[src/rtl/wds_pkg.sv]
package wds_pkg;

   // Kind of a saved reconvergence entry
   typedef enum logic {
      ENT_RESTORE = 1'b0,
      ENT_PENDING = 1'b1
   } ent_kind_e;

   // Command selected for the current cycle (split > join > launch)
   typedef enum logic [1:0] {
      CMD_IDLE   = 2'd0,
      CMD_SPLIT  = 2'd1,
      CMD_JOIN   = 2'd2,
      CMD_LAUNCH = 2'd3
   } cmd_e;

endpackage

[src/rtl/wds_lane_split.sv]
module wds_lane_split #(
   parameter int LANES = 32
) (
   input  logic [LANES-1:0] active,
   input  logic [LANES-1:0] pred,
   output logic [LANES-1:0] taken,
   output logic [LANES-1:0] not_taken,
   output logic             diverged
);

   genvar l;
   generate
      for (l = 0; l < LANES; l++) begin : g_lane
         assign taken[l]     = active[l] &  pred[l];
         assign not_taken[l] = active[l] & ~pred[l];
      end
   endgenerate

   assign diverged = (|taken) & (|not_taken);

endmodule

[src/rtl/wds_ctrl.sv]
module wds_ctrl
   import wds_pkg::*;
#(
   parameter int DEPTH = 4,
   parameter int CNT_W = $clog2(DEPTH + 1)
) (
   input  logic             split_valid,
   input  logic             join_valid,
   input  logic             launch_valid,
   input  logic             launch_any,
   input  logic             diverged,
   input  logic [CNT_W-1:0] count,
   output cmd_e             cmd,
   output logic             cmd_ok,
   output logic [1:0]       push_n,
   output logic             pop,
   output logic             raise_err
);

   localparam int NEED_DIV = 2;
   localparam int NEED_UNA = 1;

   int free_slots;
   int need;

   always_comb begin
      free_slots = DEPTH - int'(count);
      need       = diverged ? NEED_DIV : NEED_UNA;

      cmd = CMD_IDLE;
      if (split_valid)       cmd = CMD_SPLIT;
      else if (join_valid)   cmd = CMD_JOIN;
      else if (launch_valid) cmd = CMD_LAUNCH;

      cmd_ok    = 1'b0;
      push_n    = 2'd0;
      pop       = 1'b0;
      raise_err = 1'b0;
      unique case (cmd)
         CMD_SPLIT: begin
            if (need <= free_slots) begin
               cmd_ok = 1'b1;
               push_n = diverged ? 2'd2 : 2'd1;
            end else begin
               raise_err = 1'b1;
            end
         end
         CMD_JOIN: begin
            if (count != '0) begin
               cmd_ok = 1'b1;
               pop    = 1'b1;
            end else begin
               raise_err = 1'b1;
            end
         end
         CMD_LAUNCH: begin
            cmd_ok = (count == '0) && launch_any;
         end
         default: begin
            cmd_ok = 1'b0;
         end
      endcase
   end

endmodule

[src/rtl/wds_stack.sv]
module wds_stack
   import wds_pkg::*;
#(
   parameter int LANES = 32,
   parameter int PC_W  = 32,
   parameter int DEPTH = 4,
   parameter int CNT_W = $clog2(DEPTH + 1)
) (
   input  logic             clk,
   input  logic             rst_n,
   input  logic [1:0]       push_n,
   input  logic             pop,
   input  logic [LANES-1:0] lo_mask,
   input  logic [LANES-1:0] hi_mask,
   input  logic [PC_W-1:0]  hi_pc,
   output logic [LANES-1:0] top_mask,
   output logic [PC_W-1:0]  top_pc,
   output ent_kind_e        top_kind,
   output logic [CNT_W-1:0] count
);

   localparam int EXT_W = CNT_W + 1;

   logic [LANES-1:0] ent_mask [DEPTH];
   logic [PC_W-1:0]  ent_pc   [DEPTH];
   ent_kind_e        ent_kind [DEPTH];

   logic [EXT_W-1:0] count_ext;
   assign count_ext = EXT_W'(count);

   genvar i;
   generate
      for (i = 0; i < DEPTH; i++) begin : g_ent
         logic [LANES-1:0] r_mask;
         logic [PC_W-1:0]  r_pc;
         ent_kind_e        r_kind;
         logic             we_lo;
         logic             we_hi;

         assign we_lo = (push_n != 2'd0) && (count_ext == EXT_W'(i));
         assign we_hi = (push_n == 2'd2) && ((count_ext + EXT_W'(1)) == EXT_W'(i));

         always_ff @(posedge clk or negedge rst_n) begin
            if (!rst_n) begin
               r_mask <= '0;
               r_pc   <= '0;
               r_kind <= ENT_RESTORE;
            end else if (we_hi) begin
               r_mask <= hi_mask;
               r_pc   <= hi_pc;
               r_kind <= ENT_PENDING;
            end else if (we_lo) begin
               r_mask <= lo_mask;
               r_pc   <= '0;
               r_kind <= ENT_RESTORE;
            end
         end

         assign ent_mask[i] = r_mask;
         assign ent_pc[i]   = r_pc;
         assign ent_kind[i] = r_kind;
      end
   endgenerate

   always_ff @(posedge clk or negedge rst_n) begin
      if (!rst_n) count <= '0;
      else        count <= count + CNT_W'(push_n) - CNT_W'(pop);
   end

   always_comb begin
      top_mask = '0;
      top_pc   = '0;
      top_kind = ENT_RESTORE;
      for (int k = 0; k < DEPTH; k++) begin
         if (count_ext == EXT_W'(k + 1)) begin
            top_mask = ent_mask[k];
            top_pc   = ent_pc[k];
            top_kind = ent_kind[k];
         end
      end
   end

endmodule

[src/rtl/warp_diverge_stack.sv]
module warp_diverge_stack
   import wds_pkg::*;
#(
   parameter int LANES = 32,
   parameter int PC_W  = 32,
   parameter int DEPTH = 4,
   parameter int CNT_W = $clog2(DEPTH + 1)
) (
   input  logic             clk,
   input  logic             rst_n,
   input  logic             split_valid,
   input  logic [LANES-1:0] split_pred,
   input  logic [PC_W-1:0]  split_fall_pc,
   input  logic             join_valid,
   input  logic             launch_valid,
   input  logic [LANES-1:0] launch_mask,
   output logic [LANES-1:0] active_mask,
   output logic             redirect_valid,
   output logic [PC_W-1:0]  redirect_pc,
   output logic [CNT_W-1:0] stack_count,
   output logic             err_flag
);

   localparam logic [LANES-1:0] RESET_MASK = LANES'(1);

   generate
      if (LANES < 1) begin : g_bad_lanes
         $error("warp_diverge_stack: LANES must be at least 1");
      end
      if (DEPTH < 2) begin : g_bad_depth
         $error("warp_diverge_stack: DEPTH must be at least 2");
      end
      if (PC_W < 1) begin : g_bad_pc
         $error("warp_diverge_stack: PC_W must be at least 1");
      end
      if (CNT_W < $clog2(DEPTH + 1)) begin : g_bad_cnt
         $error("warp_diverge_stack: CNT_W too narrow for DEPTH");
      end
   endgenerate

   logic [LANES-1:0] taken;
   logic [LANES-1:0] not_taken;
   logic             diverged;

   wds_lane_split #(.LANES(LANES)) u_split (
      .active    (active_mask),
      .pred      (split_pred),
      .taken     (taken),
      .not_taken (not_taken),
      .diverged  (diverged)
   );

   cmd_e       cmd;
   logic       cmd_ok;
   logic [1:0] push_n;
   logic       pop;
   logic       raise_err;

   wds_ctrl #(.DEPTH(DEPTH), .CNT_W(CNT_W)) u_ctrl (
      .split_valid  (split_valid),
      .join_valid   (join_valid),
      .launch_valid (launch_valid),
      .launch_any   (|launch_mask),
      .diverged     (diverged),
      .count        (stack_count),
      .cmd          (cmd),
      .cmd_ok       (cmd_ok),
      .push_n       (push_n),
      .pop          (pop),
      .raise_err    (raise_err)
   );

   logic [LANES-1:0] top_mask;
   logic [PC_W-1:0]  top_pc;
   ent_kind_e        top_kind;

   wds_stack #(
      .LANES (LANES),
      .PC_W  (PC_W),
      .DEPTH (DEPTH),
      .CNT_W (CNT_W)
   ) u_stack (
      .clk      (clk),
      .rst_n    (rst_n),
      .push_n   (push_n),
      .pop      (pop),
      .lo_mask  (active_mask),
      .hi_mask  (not_taken),
      .hi_pc    (split_fall_pc),
      .top_mask (top_mask),
      .top_pc   (top_pc),
      .top_kind (top_kind),
      .count    (stack_count)
   );

   logic [LANES-1:0] mask_nxt;
   logic             redir_nxt;
   logic [PC_W-1:0]  rpc_nxt;

   always_comb begin
      mask_nxt  = active_mask;
      redir_nxt = 1'b0;
      rpc_nxt   = redirect_pc;
      if (cmd_ok) begin
         unique case (cmd)
            CMD_SPLIT: begin
               if (diverged) mask_nxt = taken;
            end
            CMD_JOIN: begin
               mask_nxt = top_mask;
               if (top_kind == ENT_PENDING) begin
                  redir_nxt = 1'b1;
                  rpc_nxt   = top_pc;
               end
            end
            CMD_LAUNCH: begin
               mask_nxt = launch_mask;
            end
            default: begin
               mask_nxt = active_mask;
            end
         endcase
      end
   end

   always_ff @(posedge clk or negedge rst_n) begin
      if (!rst_n) begin
         active_mask    <= RESET_MASK;
         redirect_valid <= 1'b0;
         redirect_pc    <= '0;
         err_flag       <= 1'b0;
      end else begin
         active_mask    <= mask_nxt;
         redirect_valid <= redir_nxt;
         redirect_pc    <= rpc_nxt;
         err_flag       <= err_flag | raise_err;
      end
   end

endmodule

[config.mk]
export PLATFORM = sky130hd
export DESIGN_NAME = warp_diverge_stack
export DESIGN_NICKNAME = d
export VERILOG_FILES = /design/src/rtl/wds_pkg.sv /design/src/rtl/wds_lane_split.sv /design/src/rtl/wds_ctrl.sv /design/src/rtl/wds_stack.sv /design/src/rtl/warp_diverge_stack.sv
export SDC_FILE = /design/constraint.sdc
export NUM_CORES = 1
export LEC_CHECK = 0
export BUFFER_PORTS_ARGS = -buffer_cell sky130_fd_sc_hd__clkbuf_2
export CORE_MARGIN = 3
export CORE_UTILIZATION = 40
export CTS_BUF_LIST = sky130_fd_sc_hd__clkbuf_16
export DETAILED_ROUTE_END_ITERATION = 10
export PLACE_DENSITY = 0.68
export SYNTH_ARGS = -nofsm -noshare
export SYNTH_HDL_FRONTEND = slang
export SYNTH_HIERARCHICAL = 1
export SYNTH_SLANG_ARGS = --single-unit
[constraint.sdc]
create_clock -name clk -period 5.5 [get_ports clk]
set_clock_uncertainty 0.15 [all_clocks]
set_input_delay 0.825 -clock clk [delete_from_list [all_inputs] [get_ports clk]]
set_output_delay 0.825 -clock clk [all_outputs]
set_load 0.02 [all_outputs]
After elaboration in Yosys (flattened, before gate mapping)
Index checks and enable logic that the tools add are counted.
- flip-flop bits (word level): 329
- output and inout port bits: 69
- word-level logic and storage cells: 211
- $lt $le $gt $ge: 1
- reductions and logical operators: 24
- bitwise gates (word level): 98
- muxes and demuxes: 55
- add/sub/neg operators: 4
- equal/unequal tests: 12
- operators by type and width (cell ; number):
    2-to-1 mux 32 bit ; 25
    case mux 32 bit (3 select lines) ; 1
    OR reduction 32 bit ; 3
    bitwise AND 1 bit ; 65
    <= comparator 32 bit ; 1
    inverter 1 bit ; 32
    2-to-1 mux 1 bit ; 20
    2-to-1 mux 2 bit ; 7
    nonzero test 2 bit ; 5
    logical AND 1 bit ; 9
    equality test 4 x 2 -> 1 bit (second input constant) ; 2
    zero test 4 bit ; 2
    equality test 2 bit (second input constant) ; 3
    equality test 3 x 2 -> 1 bit (second input constant) ; 2
    AND reduction 3 bit ; 2
    nonzero test 3 bit ; 2
    adder 3 x 1 -> 4 bit (second input constant) ; 1
    equality test 4 x 1 -> 1 bit (second input constant) ; 1
    subtractor 3 x 3 -> 4 bit (first input constant) ; 1
    adder 3 x 2 -> 3 bit ; 1
    equality test 3 x 1 -> 1 bit (second input constant) ; 1
    equality test 3 bit (second input constant) ; 1
    zero test 3 bit ; 1
    case mux 1 bit (3 select lines) ; 1
    other kinds (5) ; 5

Depth between registers and ports, before layout
Gate-level depths: netlist of run 1.
- depth after elaboration: 12
- mapped depth: 14
- gate-level depth less buffers: 14

Modules after synthesis
Netlist of run 1, hierarchy kept.
- by module, submodules not included (module ; cells an instance ; area each (µm²) ; times used):
    wds_stack ; 1518 ; 14103.5 ; 1
    warp_diverge_stack ; 259 ; 3444.6 ; 1
    wds_lane_split ; 85 ; 598.1 ; 1
    wds_ctrl ; 34 ; 267.8 ; 1

Worst setup path before layout of run 1
No wires, ideal clock.
- path kind: input -> register
- from: input port split_pred[14]
- to: register u_stack.g_ent[0].r_pc[0]
- setup slack: 1271 ps
- arrival: 3958 ps
- setup time: 121 ps
- buffers on the path: 2
- stages on the path: 13
- cell sequence: and2_4 > or4_4 > nor4_4 > o2bb2a_4 > ha_1 > nor2b_4 > o211a_4 > nor4bb_4 > and3b_1 > and3_1 > clkbuf_1 > buf_2 > a22o_1
- cells in the longest elaborated chain, start to end: 11
- elaborated cells between the ends (all ways): 17
- those cells by class: 1 x order compare; 1 x eq/ne; 5 x mux; 4 x bitwise; 6 x reduce/logical
- ends and longest elaborated chain (item ; line ; RTL):
    start: declaration ; warp_diverge_stack.sv:12 ; input logic [LANES-1:0] split_pred,
    inverter 1 bit ; wds_lane_split.sv:15 ; assign not_taken[l] = active[l] & ~pred[l];
    bitwise AND 1 bit ; wds_lane_split.sv:15 ;
    OR reduction 32 bit ; wds_lane_split.sv:19 ; assign diverged = (|taken) & (|not_taken);
    bitwise AND 1 bit (*) ; wds_lane_split.sv:19 ;
    net diverged ; warp_diverge_stack.sv:43 ; logic diverged;
    2-to-1 mux 2 bit ; wds_ctrl.sv:28, wds_ctrl.sv:43 ;
    <= comparator 32 bit ; wds_ctrl.sv:41 ; if (need <= free_slots) begin
    2-to-1 mux 2 bit (*) ; wds_ctrl.sv:41 ;
    2-to-1 mux 2 bit (*) ; wds_ctrl.sv:39 ; unique case (cmd)
    net push_n[0] ; warp_diverge_stack.sv:55 ; logic [1:0] push_n;
    equality test 2 bit or nonzero test 2 bit (tied branches) ; wds_stack.sv:41, wds_stack.sv:40 ;
    logical AND 1 bit (on tied branches) ; wds_stack.sv:41, wds_stack.sv:40 ;
    2-to-1 mux 32 bit or nonzero test 2 bit (tied branches) ; -- ;
    end signal: assignment ; wds_stack.sv:50 ; r_pc <= hi_pc;
    end: declaration ; wds_stack.sv:35 ; logic [PC_W-1:0] r_pc;
Mark *: on every way through the listed nets, which the timed path passes. The rest lies on a longest branch.
A chain may end at the register's enable or synchronous reset.

Final worst setup path of run 1
- from: register active_mask[31]
- to: register u_stack.g_ent[2].r_mask[21]
- cells in the longest elaborated chain, start to end: 10
- elaborated cells between the ends (all ways): 16
- those cells by class: 1 x order compare; 1 x eq/ne; 5 x mux; 3 x bitwise; 6 x reduce/logical
- ends and longest elaborated chain (item ; line ; RTL):
    start: declaration ; warp_diverge_stack.sv:17 ; output logic [LANES-1:0] active_mask,
    start signal: assignment ; warp_diverge_stack.sv:133 ; active_mask <= mask_nxt;
    bitwise AND 1 bit (*) ; wds_lane_split.sv:14 ; assign taken[l] = active[l] & pred[l];
    net taken[31] ; warp_diverge_stack.sv:41 ; logic [LANES-1:0] taken;
    OR reduction 32 bit (*) ; wds_lane_split.sv:19 ;
    bitwise AND 1 bit (*) ; wds_lane_split.sv:19 ;
    net diverged ; warp_diverge_stack.sv:43 ;
    2-to-1 mux 2 bit ; wds_ctrl.sv:28, wds_ctrl.sv:43 ;
    <= comparator 32 bit ; wds_ctrl.sv:41 ;
    2-to-1 mux 2 bit (*) ; wds_ctrl.sv:41 ;
    2-to-1 mux 2 bit (*) ; wds_ctrl.sv:39 ;
    net push_n[0] ; warp_diverge_stack.sv:55 ;
    equality test 2 bit or nonzero test 2 bit (tied branches) ; wds_stack.sv:41, wds_stack.sv:40 ;
    logical AND 1 bit (on tied branches) ; wds_stack.sv:41, wds_stack.sv:40 ;
    2-to-1 mux 32 bit or nonzero test 2 bit (tied branches) ; -- ;
    end signal: assignment ; wds_stack.sv:49 ; r_mask <= hi_mask;
    end signal: assignment ; wds_stack.sv:53 ; r_mask <= lo_mask;
    end: declaration ; wds_stack.sv:34 ; logic [LANES-1:0] r_mask;
Marked as above.

==> results of run 1 <==
-- flip-flops by register name (all words and copies together), names as in the netlist --
register	flops
u_stack/count	3
active_mask	32
err_flag	1
u_stack/g_ent.r_mask	128
redirect_valid	1
redirect_pc	32
u_stack/g_ent.r_kind	4
u_stack/g_ent.r_pc	128
-- cell usage in the layout (no fill, tap or decap), types with 33 or more instances in the layout --
master / count
sky130_fd_sc_hd__dfrtp_1: 326
sky130_fd_sc_hd__o21ai_0: 228
sky130_fd_sc_hd__clkbuf_2: 168
sky130_fd_sc_hd__and3b_1: 131
sky130_fd_sc_hd__a31oi_1: 130
sky130_fd_sc_hd__nand3_1: 129
sky130_fd_sc_hd__nand2_1: 106
sky130_fd_sc_hd__nor2_1: 100
sky130_fd_sc_hd__a22o_1: 96
sky130_fd_sc_hd__mux2i_1: 64
sky130_fd_sc_hd__nor3_1: 64
sky130_fd_sc_hd__mux2_4: 59
sky130_fd_sc_hd__clkbuf_16: 41
sky130_fd_sc_hd__buf_4: 39
sky130_fd_sc_hd__a21oi_1: 33
-- synth_stat cells, types with 4 or more instances --
master                        n  area (sq um)
sky130_fd_sc_hd__nor2b_1     32           200
sky130_fd_sc_hd__mux2_4      59           886
sky130_fd_sc_hd__buf_6       15           169
sky130_fd_sc_hd__buf_4       12          90.1
sky130_fd_sc_hd__nor4_1      16           100
sky130_fd_sc_hd__a21oi_1     33           165
sky130_fd_sc_hd__nor3_1      64           320
sky130_fd_sc_hd__ha_1        12           150
sky130_fd_sc_hd__and2_1      31           194
sky130_fd_sc_hd__mux2_2       5          56.3
sky130_fd_sc_hd__a31oi_1    130           813
sky130_fd_sc_hd__or4_1        5          37.5
sky130_fd_sc_hd__a2bb2oi_1   32           280
sky130_fd_sc_hd__buf_2       61           305
sky130_fd_sc_hd__nor2_1     104           390
sky130_fd_sc_hd__dfrtp_1    328          8210
sky130_fd_sc_hd__a22o_1      96           841
sky130_fd_sc_hd__nand2_1    106           398
sky130_fd_sc_hd__inv_1       15          56.3
sky130_fd_sc_hd__and3b_1    132          1160
sky130_fd_sc_hd__nand3_1    129           646
sky130_fd_sc_hd__mux2i_1     64           641
sky130_fd_sc_hd__nand4_1      4          25.0
sky130_fd_sc_hd__o21ai_0    229          1150
sky130_fd_sc_hd__clkbuf_1   105           394
sky130_fd_sc_hd__a32oi_1     32           280
-- cells by family (layout without fill, tap and decap cells) --
logic type | Yosys count | in the layout | synth area share, %
AND/OR/NAND/NOR | 648 | 648 | 20.2
AO/OA/AOI/OAI | 565 | 565 | 19.9
flip-flops | 329 | 329 | 44.7
buffers and inverters | 211 | 299 | 5.58
multiplexers | 128 | 128 | 8.60
adder cells (fa/ha/maj) | 13 | 13 | 0.924
XOR/XNOR | 2 | 2 | 0.0951
other | 0 | 2 | 0
-- final timing paths --
| path | start | to | slack (ns) | cells past startpoint |
|---|---|---|---|---|
| setup / recovery | active_mask[31] | u_stack/g_ent[2].r_mask[21] | 0.91 | 12 |
| hold / removal | rst_n | redirect_pc[25] | 0.17 | 1 |
| setup reg to reg | active_mask[31] | u_stack/g_ent[2].r_mask[21] | 0.91 | 12 |
| hold reg to reg | err_flag | err_flag | 0.34 | 1 |
| max in group asynchronous | rst_n | active_mask[12] | 3.79 | 2 |
| min in group clk | err_flag | err_flag | 0.34 | 1 |
-- report_power, final --
| group | leakage, uW | total [uW] | internal [uW] | switching [uW] |
|---|---|---|---|---|
| clock network | 0.000592 | 2390 | 1380 | 1010 |
| logic | 0.00521 | 5440 | 2050 | 3390 |
| registers | 0.00427 | 4280 | 3420 | 854 |
-- cell type report --
cell class                 instances  area share, %
antenna                            2         0.0241
clock buffer                      41           4.93
multi-input combinational       1356           44.4
timing repair buffer             219           6.58
sequential                       329           39.6
inverter                          15          0.271
tap                              592           3.56
clock inverter                    24          0.596
-- through the flow --
stage | util (%) | area [sq um]
2_1_floorplan | - | 18400
4_1_cts | 46.4 | 20800
6_report | 46.4 | 20800
3_5_place_dp | 43.9 | 19600
5_1_grt | 46.4 | 20800
3_3_place_gp | 43.9 | 19600
-- routing by layer --
metal	part of all wire (%)	vias up
met2	47	916
met3	9.0	149
li1	-	7133
met4	3.6	0
met1	41	8015
met5	0	-
==> results.md, run 1 <==
| Metric | Value | Unit |
| --- | --- | --- |
| Final Power | 12100 | uW |
| Synthesized Nets | 2010 | - |
| Register bit count reported by yosys | 329 | - |
| Count of final setup violators | 0 | - |
| Post-synthesis cell type count | 57 | - |
| Setup crit end kind | flop | - |
| Startpoint-to-endpoint class of the critical path | reg2reg | - |
| Die width | 221 | um |
| Cts-stage hold buffer count | 0 | - |
| Routed Antenna Nets | 0 | - |
| CTS tree | done | - |
| Critical path required time | 5.79 | ns |
| Post-route non-filler standard cell count | 2578 | - |
| Warnings from Yosys | 6 | - |
| Max incr delay on CP | 0.71 | ns |
| Core Box Area | 44800 | sq um |
| Family with the most delay on the worst path | simple AND/OR/NAND/NOR gates | - |
| Vias after detailed routing | 16200 | - |
| GR Layer Usage met3 | 4.33 | % |
| Post-CTS Setup Inserts | 0 | - |
| Multi-input logic area | 9240 | sq um |
| Hold Worst Slack | 0.171 | ns |
| Dominant synthesized flop cell | sky130_fd_sc_hd__dfrtp_1 | - |
| Number of synthesized flops with an enable pin | 0 | - |
| Per-cell routed wire length | 23.7 | um |
| Peak supply drop | 0.334 | mV |
| Number of placement rows | 77 | - |
| Initial antenna violation count | 2 | - |
| Worst slack at placement | 0.516 | ns |
| Met2 usage | 39.7 | % |
| Aggregate global routing overflow | 0 | - |
| Leakage power figure | 0.0101 | uW |
| Ratio of final minimum period to clock period | 83.5 | % |
| Detailed-route vias per instance | 6.29 | - |
| Buffer depth of the longest clock path | 3 | - |
| Slew at the pin closest to its max-slew limit | 1.21 | ns |
| DRC viols | 0 | - |
| Largest net degree at the start of global routing | 102 | - |
| Class of the tightest hold or removal check | in2async | - |
| Sum of net half-perimeters after detailed placement | 35700 | um |
| Global Route Usage Sum | 24.7 | % |
| Total of buffers placed on input and output ports | 169 | - |
| Crit path cell chain | and2_1 -> or4_1 -> nor4_2 -> o2bb2a_4 -> ha_1 -> nor2b_4 -> o211a_4 -> nor4bb_4 -> nand3b_1 -> buf_4 -> nor3_1 -> a31oi_1 | - |
| Sequential fraction of the synthesis area | 44.7 | % |
| Total Negative Setup Slacks | 0 | ns |
| Router iterations before antenna repair | 6 | - |
| Crit path time final | 4.59 | ns |
| Routed Wire Length | 61100 | um |
| Inserted Clock Buffers | 38 | - |
| Top Ports | 170 | - |
| Clock-pin slew on the worst setup and hold paths | 0.06 | ns |
| Post-Syn Instances | 1896 | - |
| Arrival time reported for the critical path endpoint | 4.89 | ns |
| Max-cap violations | 0 | - |
| Result of the run | complete, no violations | - |
| Number of cells after detailed placement | 2511 | - |
| Clk_lat worst skew | 0.53 | ns |
| Largest driver fanout on the critical path | 64 | - |
| Effective utilization at floorplan | 41.1 | % |
| Buffer cell driving the clock tree root | sky130_fd_sc_hd__clkbuf_16 | - |
| Max-Slew Margin vs Limit | 19.1 | % |
| Ratio of total power to cell area | 582 | nW/um^2 |
| Critical path's slowest cell | sky130_fd_sc_hd__buf_4 | - |
| Wire length of the first global-routing pass | 95000 | um |
| Synthesis-to-finish area growth | 13.0 | % |
| Final Hold Violating Endpoints | 0 | - |
| Critical Path Start Type | flop | - |
| Buf+Inv Stages, Crit Path | 1 | - |
| DIE AREA | 48600 | sq um |
| Share of synthesized registers carrying an async set or reset | 100 | % |
| Syn Area/Cell | 9.71 | sq um |
| Final Worst Setup Slack | 0.907 | ns |
| Total area of sequential cells | 8240 | sq um |
| Setup repair after global routing missed its margin | false | - |
| H-tree Lvls | 2 | - |
| Clock sink count | 329 | - |
| Global placer's final weighted congestion | 0.824 | - |
| Via count of the first global-routing pass | 16100 | - |
| Count of final max-slew check failures | 0 | - |
| Fmax | 0.218 | GHz |
| Met1 Resource Use GR | 33.7 | % |
| Share of final-layout standard cells stronger than drive strength 1 | 18.8 | % |
| Most utilized layer in the global route result | met2 | - |
| Chip height | 221 | um |
| Post_cts resized | 0 | - |
| Starting DRT DRC Count | 1712 | - |
| FILL cells | 4228 | - |
| Post-synthesis instance area | 18400 | sq um |
| Net total in the final layout | 2073 | - |
Power figures use the tool's default switching activity.
==> run 2, diff against run 1 <==
--- a/config.mk
+++ b/config.mk
@@ -10,7 +10,7 @@
 export CORE_UTILIZATION = 40
 export CTS_BUF_LIST = sky130_fd_sc_hd__clkbuf_16
 export DETAILED_ROUTE_END_ITERATION = 10
-export PLACE_DENSITY = 0.68
+export PLACE_DENSITY = 0.71
 export SYNTH_ARGS = -nofsm -noshare
 export SYNTH_HDL_FRONTEND = slang
 export SYNTH_HIERARCHICAL = 1
==> constraint.sdc (replaced) <==
create_clock -name clk -period 4.02 [get_ports clk]
set_clock_uncertainty 0.15 [all_clocks]
set_input_delay 0.603 -clock clk [delete_from_list [all_inputs] [get_ports clk]]
set_output_delay 0.603 -clock clk [all_outputs]
set_load 0.02 [all_outputs]
==> run 2 against run 1 <==
  * The flow now finishes with violations (negative hold slack, negative setup slack)
  * Fmax grew 12%
  * Critical path depth grew 6
  * First-iteration DRC count grew 57%
  * Die area is the same
  * Combinational power grew 75%
  * Hold slack lost 0.18 ns
  * Final cell count grew 6.4%
  * Sequential power grew 31%
  * Clock-buffer cell count shrank 3
  * Via count grew 7.5%
  * Total power grew 51%
  * Wire length grew 11%
==> results.md, run 2 (synthesis gave the netlist of run 1 again) <==
| Metric | Value | Unit | Delta |
| --- | --- | --- | --- |
| CTS tree | done | - |  |
| Clk network pwr share | 17.5 | % | -2.2 points |
| Starting DRT DRC Count | 2684 | - | +57% |
| Clock sink count | 329 | - | unchanged |
| Largest driver fanout on the critical path | 6 | - | -91% |
| Peak supply drop | 0.456 | mV | +37% |
| Max-Slew Margin vs Limit | 21.5 | % | +2.4 points |
| Vias after detailed routing | 17400 | - | +7.5% |
| Detailed-route vias per instance | 6.35 | - | +0.95% |
| Crit path from | active_mask[22] | - |  |
| DIE AREA | 48600 | sq um | unchanged |
| Final Hold Violating Endpoints | 2 | - | +2 |
| FILL cells | 3953 | - | -6.5% |
| Result of the run | finished with violations | - |  |
| Buffer depth of the longest clock path | 3 | - | unchanged |
| Family with the most delay on the worst path | simple AND/OR/NAND/NOR gates | - |  |
| Via count of the first global-routing pass | 16800 | - | +3.9% |
| Largest net degree at the start of global routing | 119 | - | +17% |
| Final Power | 18300 | uW | +51% |
| Clock-pin slew on the worst setup and hold paths | 0.06 | ns | about the same |
| Most frequent standard cell in the layout excluding fill and tap cells | sky130_fd_sc_hd__dfrtp_1 | - |  |
| Sequential share of power | 30.6 | % | -4.7 points |
| Number of placement rows | 77 | - | unchanged |
| Global Route Usage Sum | 25.2 | % | +0.47 points |
| Share of final-layout standard cells stronger than drive strength 1 | 28.2 | % | +9.5 points |
| Slew at the pin closest to its max-slew limit | 1.18 | ns | -0.0342 ns |
| Leakage power figure | 0.0112 | uW | +11% |
| Switching power share of the total | 43.6 | % | +0.18 points |
| Effective utilization at floorplan | 41.1 | % | unchanged |
| Class of the tightest hold or removal check | in2async | - |  |
| Buf+Inv Stages, Crit Path | 7 | - | +6 |
| Count of final setup violators | 150 | - | +150 |
| Registers with the most flip-flops | u_stack/g_ent.r_mask (128), u_stack/g_ent.r_pc (128) | - |  |
| Net total in the final layout | 2237 | - | +7.9% |
| Psw | 7980 | uW | +52% |
| Per-cell routed wire length | 24.6 | um | +3.9% |
| Count of final max-slew check failures | 0 | - | unchanged |
| Routed Antenna Nets | 0 | - | unchanged |
| Chip height | 221 | um | unchanged |
| Setup crit end kind | flop | - |  |
| Max-cap violations | 0 | - | unchanged |
| Wire length of the first global-routing pass | 96900 | um | +1.9% |
| Internal power | 10300 | uW | +50% |
| Buffer cell driving the clock tree root | sky130_fd_sc_hd__clkbuf_16 | - |  |
| Router iterations before antenna repair | 6 | - | unchanged |
| Depth of the critical timing path with buffers and inverters included | 18 | - | +6 |
| Final Worst Setup Slack | -0.0966 | ns | -1.00 ns |
| Aggregate global routing overflow | 0 | - | unchanged |
| Ratio of total power to cell area | 794 | nW/um^2 | +36% |
| End of the worst register-to-register path | u_stack/g_ent[2].r_pc[1] | - |  |
| Post-route non-filler standard cell count | 2744 | - | +6.4% |
| Hold Worst Slack | -0.0113 | ns | -0.182 ns |
| Synthesis-to-finish area growth | 25.0 | % |  |
| Clk_lat worst skew | 0.55 | ns | +0.02 ns |
| Fmax | 0.243 | GHz | +12% |
| Cts-stage hold buffer count | 0 | - | unchanged |
| Setup repair after global routing missed its margin | true | - |  |
| Routed Wire Length | 67500 | um | +11% |
| Critical path required time | 4.28 | ns | -1.51 ns |
| Die width | 221 | um | unchanged |
| Combinational Power Share | 51.9 | % | +7.0 points |
| Arrival time reported for the critical path endpoint | 4.38 | ns | -0.51 ns |
| Max incr delay on CP | 0.44 | ns | -0.27 ns |
| Initial antenna violation count | 2 | - | unchanged |
| Total of buffers placed on input and output ports | 169 | - | unchanged |
| Register-to-register path setup slack | -0.1 | ns | -1.00 ns |
| Number of cells traversed by the worst register-to-register path | 18 | - | +6 |
| Top Ports | 170 | - | unchanged |
| H-tree Lvls | 2 | - | unchanged |
| Commonest cells after routing, fill and taps aside | sky130_fd_sc_hd__dfrtp_1 (325), sky130_fd_sc_hd__o21ai_0 (189), sky130_fd_sc_hd__clkbuf_2 (168), sky130_fd_sc_hd__buf_4 (147), sky130_fd_sc_hd__and3b_1 (131) | - |  |
| Ratio of final minimum period to clock period | 102 | % | +19 points |
| Core Box Area | 44800 | sq um | unchanged |
| Inserted Clock Buffers | 38 | - | unchanged |
| Startpoint-to-endpoint class of the critical path | reg2reg | - |  |
| Cell with the most instances on the worst path | sky130_fd_sc_hd__buf_4 | - |  |
| Number of cells after detailed placement | 2637 | - | +5.0% |
| Worst setup endpoint | u_stack/g_ent[2].r_pc[1] | - |  |
| Sum of net half-perimeters after detailed placement | 39400 | um | +10% |
| Multi-input logic area | 9630 | sq um | +4.3% |
| Crit path cell chain | buf_4 -> nor2b_1 -> nor4_2 -> buf_4 -> nand4_1 -> o2bb2a_4 -> buf_6 -> ha_4 -> nand2_2 -> o211a_4 -> nor4bb_4 -> buf_4 -> nand3b_1 -> buf_12 -> nor2_4 -> buf_12 -> clkbuf_16 -> a22o_1 | - |  |
| Global placer's final weighted congestion | 0.853 | - | +3.5% |
| Crit path time final | 4.12 | ns | -0.476 ns |
| Total area of sequential cells | 8240 | sq um | about the same |
| Violations in the final reports | negative hold slack, negative setup slack | - |  |
| Critical Path Start Type | flop | - |  |
| Critical path's slowest cell | sky130_fd_sc_hd__dfrtp_1 | - |  |
| DRC viols | 0 | - | unchanged |
| Critical register-to-register path startpoint | active_mask[22] | - |  |
[run 2: changes by cell type in the layout (fill, tap and decap cells not counted), moves of 11 or more]
cell and change:
sky130_fd_sc_hd__buf_12 +21, sky130_fd_sc_hd__a32oi_1 -11, sky130_fd_sc_hd__nand3_2 +24, sky130_fd_sc_hd__nand3_1 -26
sky130_fd_sc_hd__o21ai_0 -39, sky130_fd_sc_hd__o21ai_1 +29, sky130_fd_sc_hd__buf_4 +108, sky130_fd_sc_hd__buf_6 +13
sky130_fd_sc_hd__clkbuf_16 +12
[run 2: per-stage QoR]
| step | setup slack (ns) | utilization [%] | setup TNS [ns] | hold slack (ns) | instance area, sq um |
|---|---|---|---|---|---|
| floorplan | 0.0133 | - | 0 | 0.157 | 18400 |
| global placement | -0.351 | 46.5 | -74.58 | 0.314 | 20800 |
| detailed placement | -0.384 | 46.5 | -85.42 | 0.325 | 20800 |
| CTS | 0.0130 | 49.0 | 0 | 0.0635 | 22000 |
| global route | -0.242 | 51.4 | -41.07 | 0.0675 | 23000 |
| finish | -0.0966 | 51.4 | -5.26 | -0.0113 | 23000 |
[run 2: what timing repair did]
| action | in CTS | in global routing |
|---|---|---|
| setup endpoints to repair | 118 | 258 |
| gates cloned | 0 | 23 |
| setup buffers | 2 | 13 |
| gates resized for setup | 5 | 124 |
| pin swaps | 0 | 110 |
[run 2: cell type report]
type                            count  share of cell area, %
Clock buffer                       38                   4.13
Tap cell                          592                   3.22
Inverter                           15                  0.245
Antenna cell                        1                 0.0109
Multi-Input combinational cell   1356                   41.8
Clock inverter                     30                  0.674
Sequential cell                   329                   35.8
Timing Repair Buffer              383                   14.1
[run 2: how the worst min path moves through the flow]
stage                                 to  slack, ns  cells past startpoint
6_report                 redirect_pc[20]      -0.01                      1
5_1_grt                  redirect_pc[20]       0.07                      1
4_1_cts                  redirect_pc[20]       0.06                      1
3_5_place_dp   u_stack/g_ent[0].r_pc[13]       0.33                      1
3_3_place_gp                    err_flag       0.31                      1
2_1_floorplan            active_mask[10]       0.16                      0
[run 2: metal layers]
| layer | track usage [%] | part of all wire (%) | vias to the layer above |
|---|---|---|---|
| li1 | - | - | 7469 |
| met1 | 33.8 | 39 | 8561 |
| met2 | 40.3 | 46 | 1124 |
| met3 | 4.94 | 10 | 265 |
| met4 | 10.0 | 4.8 | 2 |
| met5 | 0 | 0.019 | - |
[run 2: worst register-to-register path: stages, from the launching register on]
cell and delay (ns):
sky130_fd_sc_hd__dfrtp_1 0.44, sky130_fd_sc_hd__buf_4 0.17, sky130_fd_sc_hd__nor2b_1 0.18, sky130_fd_sc_hd__nor4_2 0.40
sky130_fd_sc_hd__buf_4 0.17, sky130_fd_sc_hd__nand4_1 0.18, sky130_fd_sc_hd__o2bb2a_4 0.28, sky130_fd_sc_hd__buf_6 0.13
sky130_fd_sc_hd__ha_4 0.25, sky130_fd_sc_hd__nand2_2 0.05, sky130_fd_sc_hd__o211a_4 0.16, sky130_fd_sc_hd__nor4bb_4 0.35
sky130_fd_sc_hd__buf_4 0.18, sky130_fd_sc_hd__nand3b_1 0.15, sky130_fd_sc_hd__buf_12 0.15, sky130_fd_sc_hd__nor2_4 0.05
sky130_fd_sc_hd__buf_12 0.18, sky130_fd_sc_hd__clkbuf_16 0.17, sky130_fd_sc_hd__a22o_1 0.21
[run 2: power groups by stage]
stage | Combinational (uW) | Sequential [uW] | Clock, uW
after floorplan | 5010 | 5730 | 0
after global placement | 8140 | 5520 | 0
after detailed placement | 8350 | 5600 | 0
after CTS | 8410 | 5560 | 3230
after global routing | 9990 | 5740 | 3390
final | 9500 | 5600 | 3190
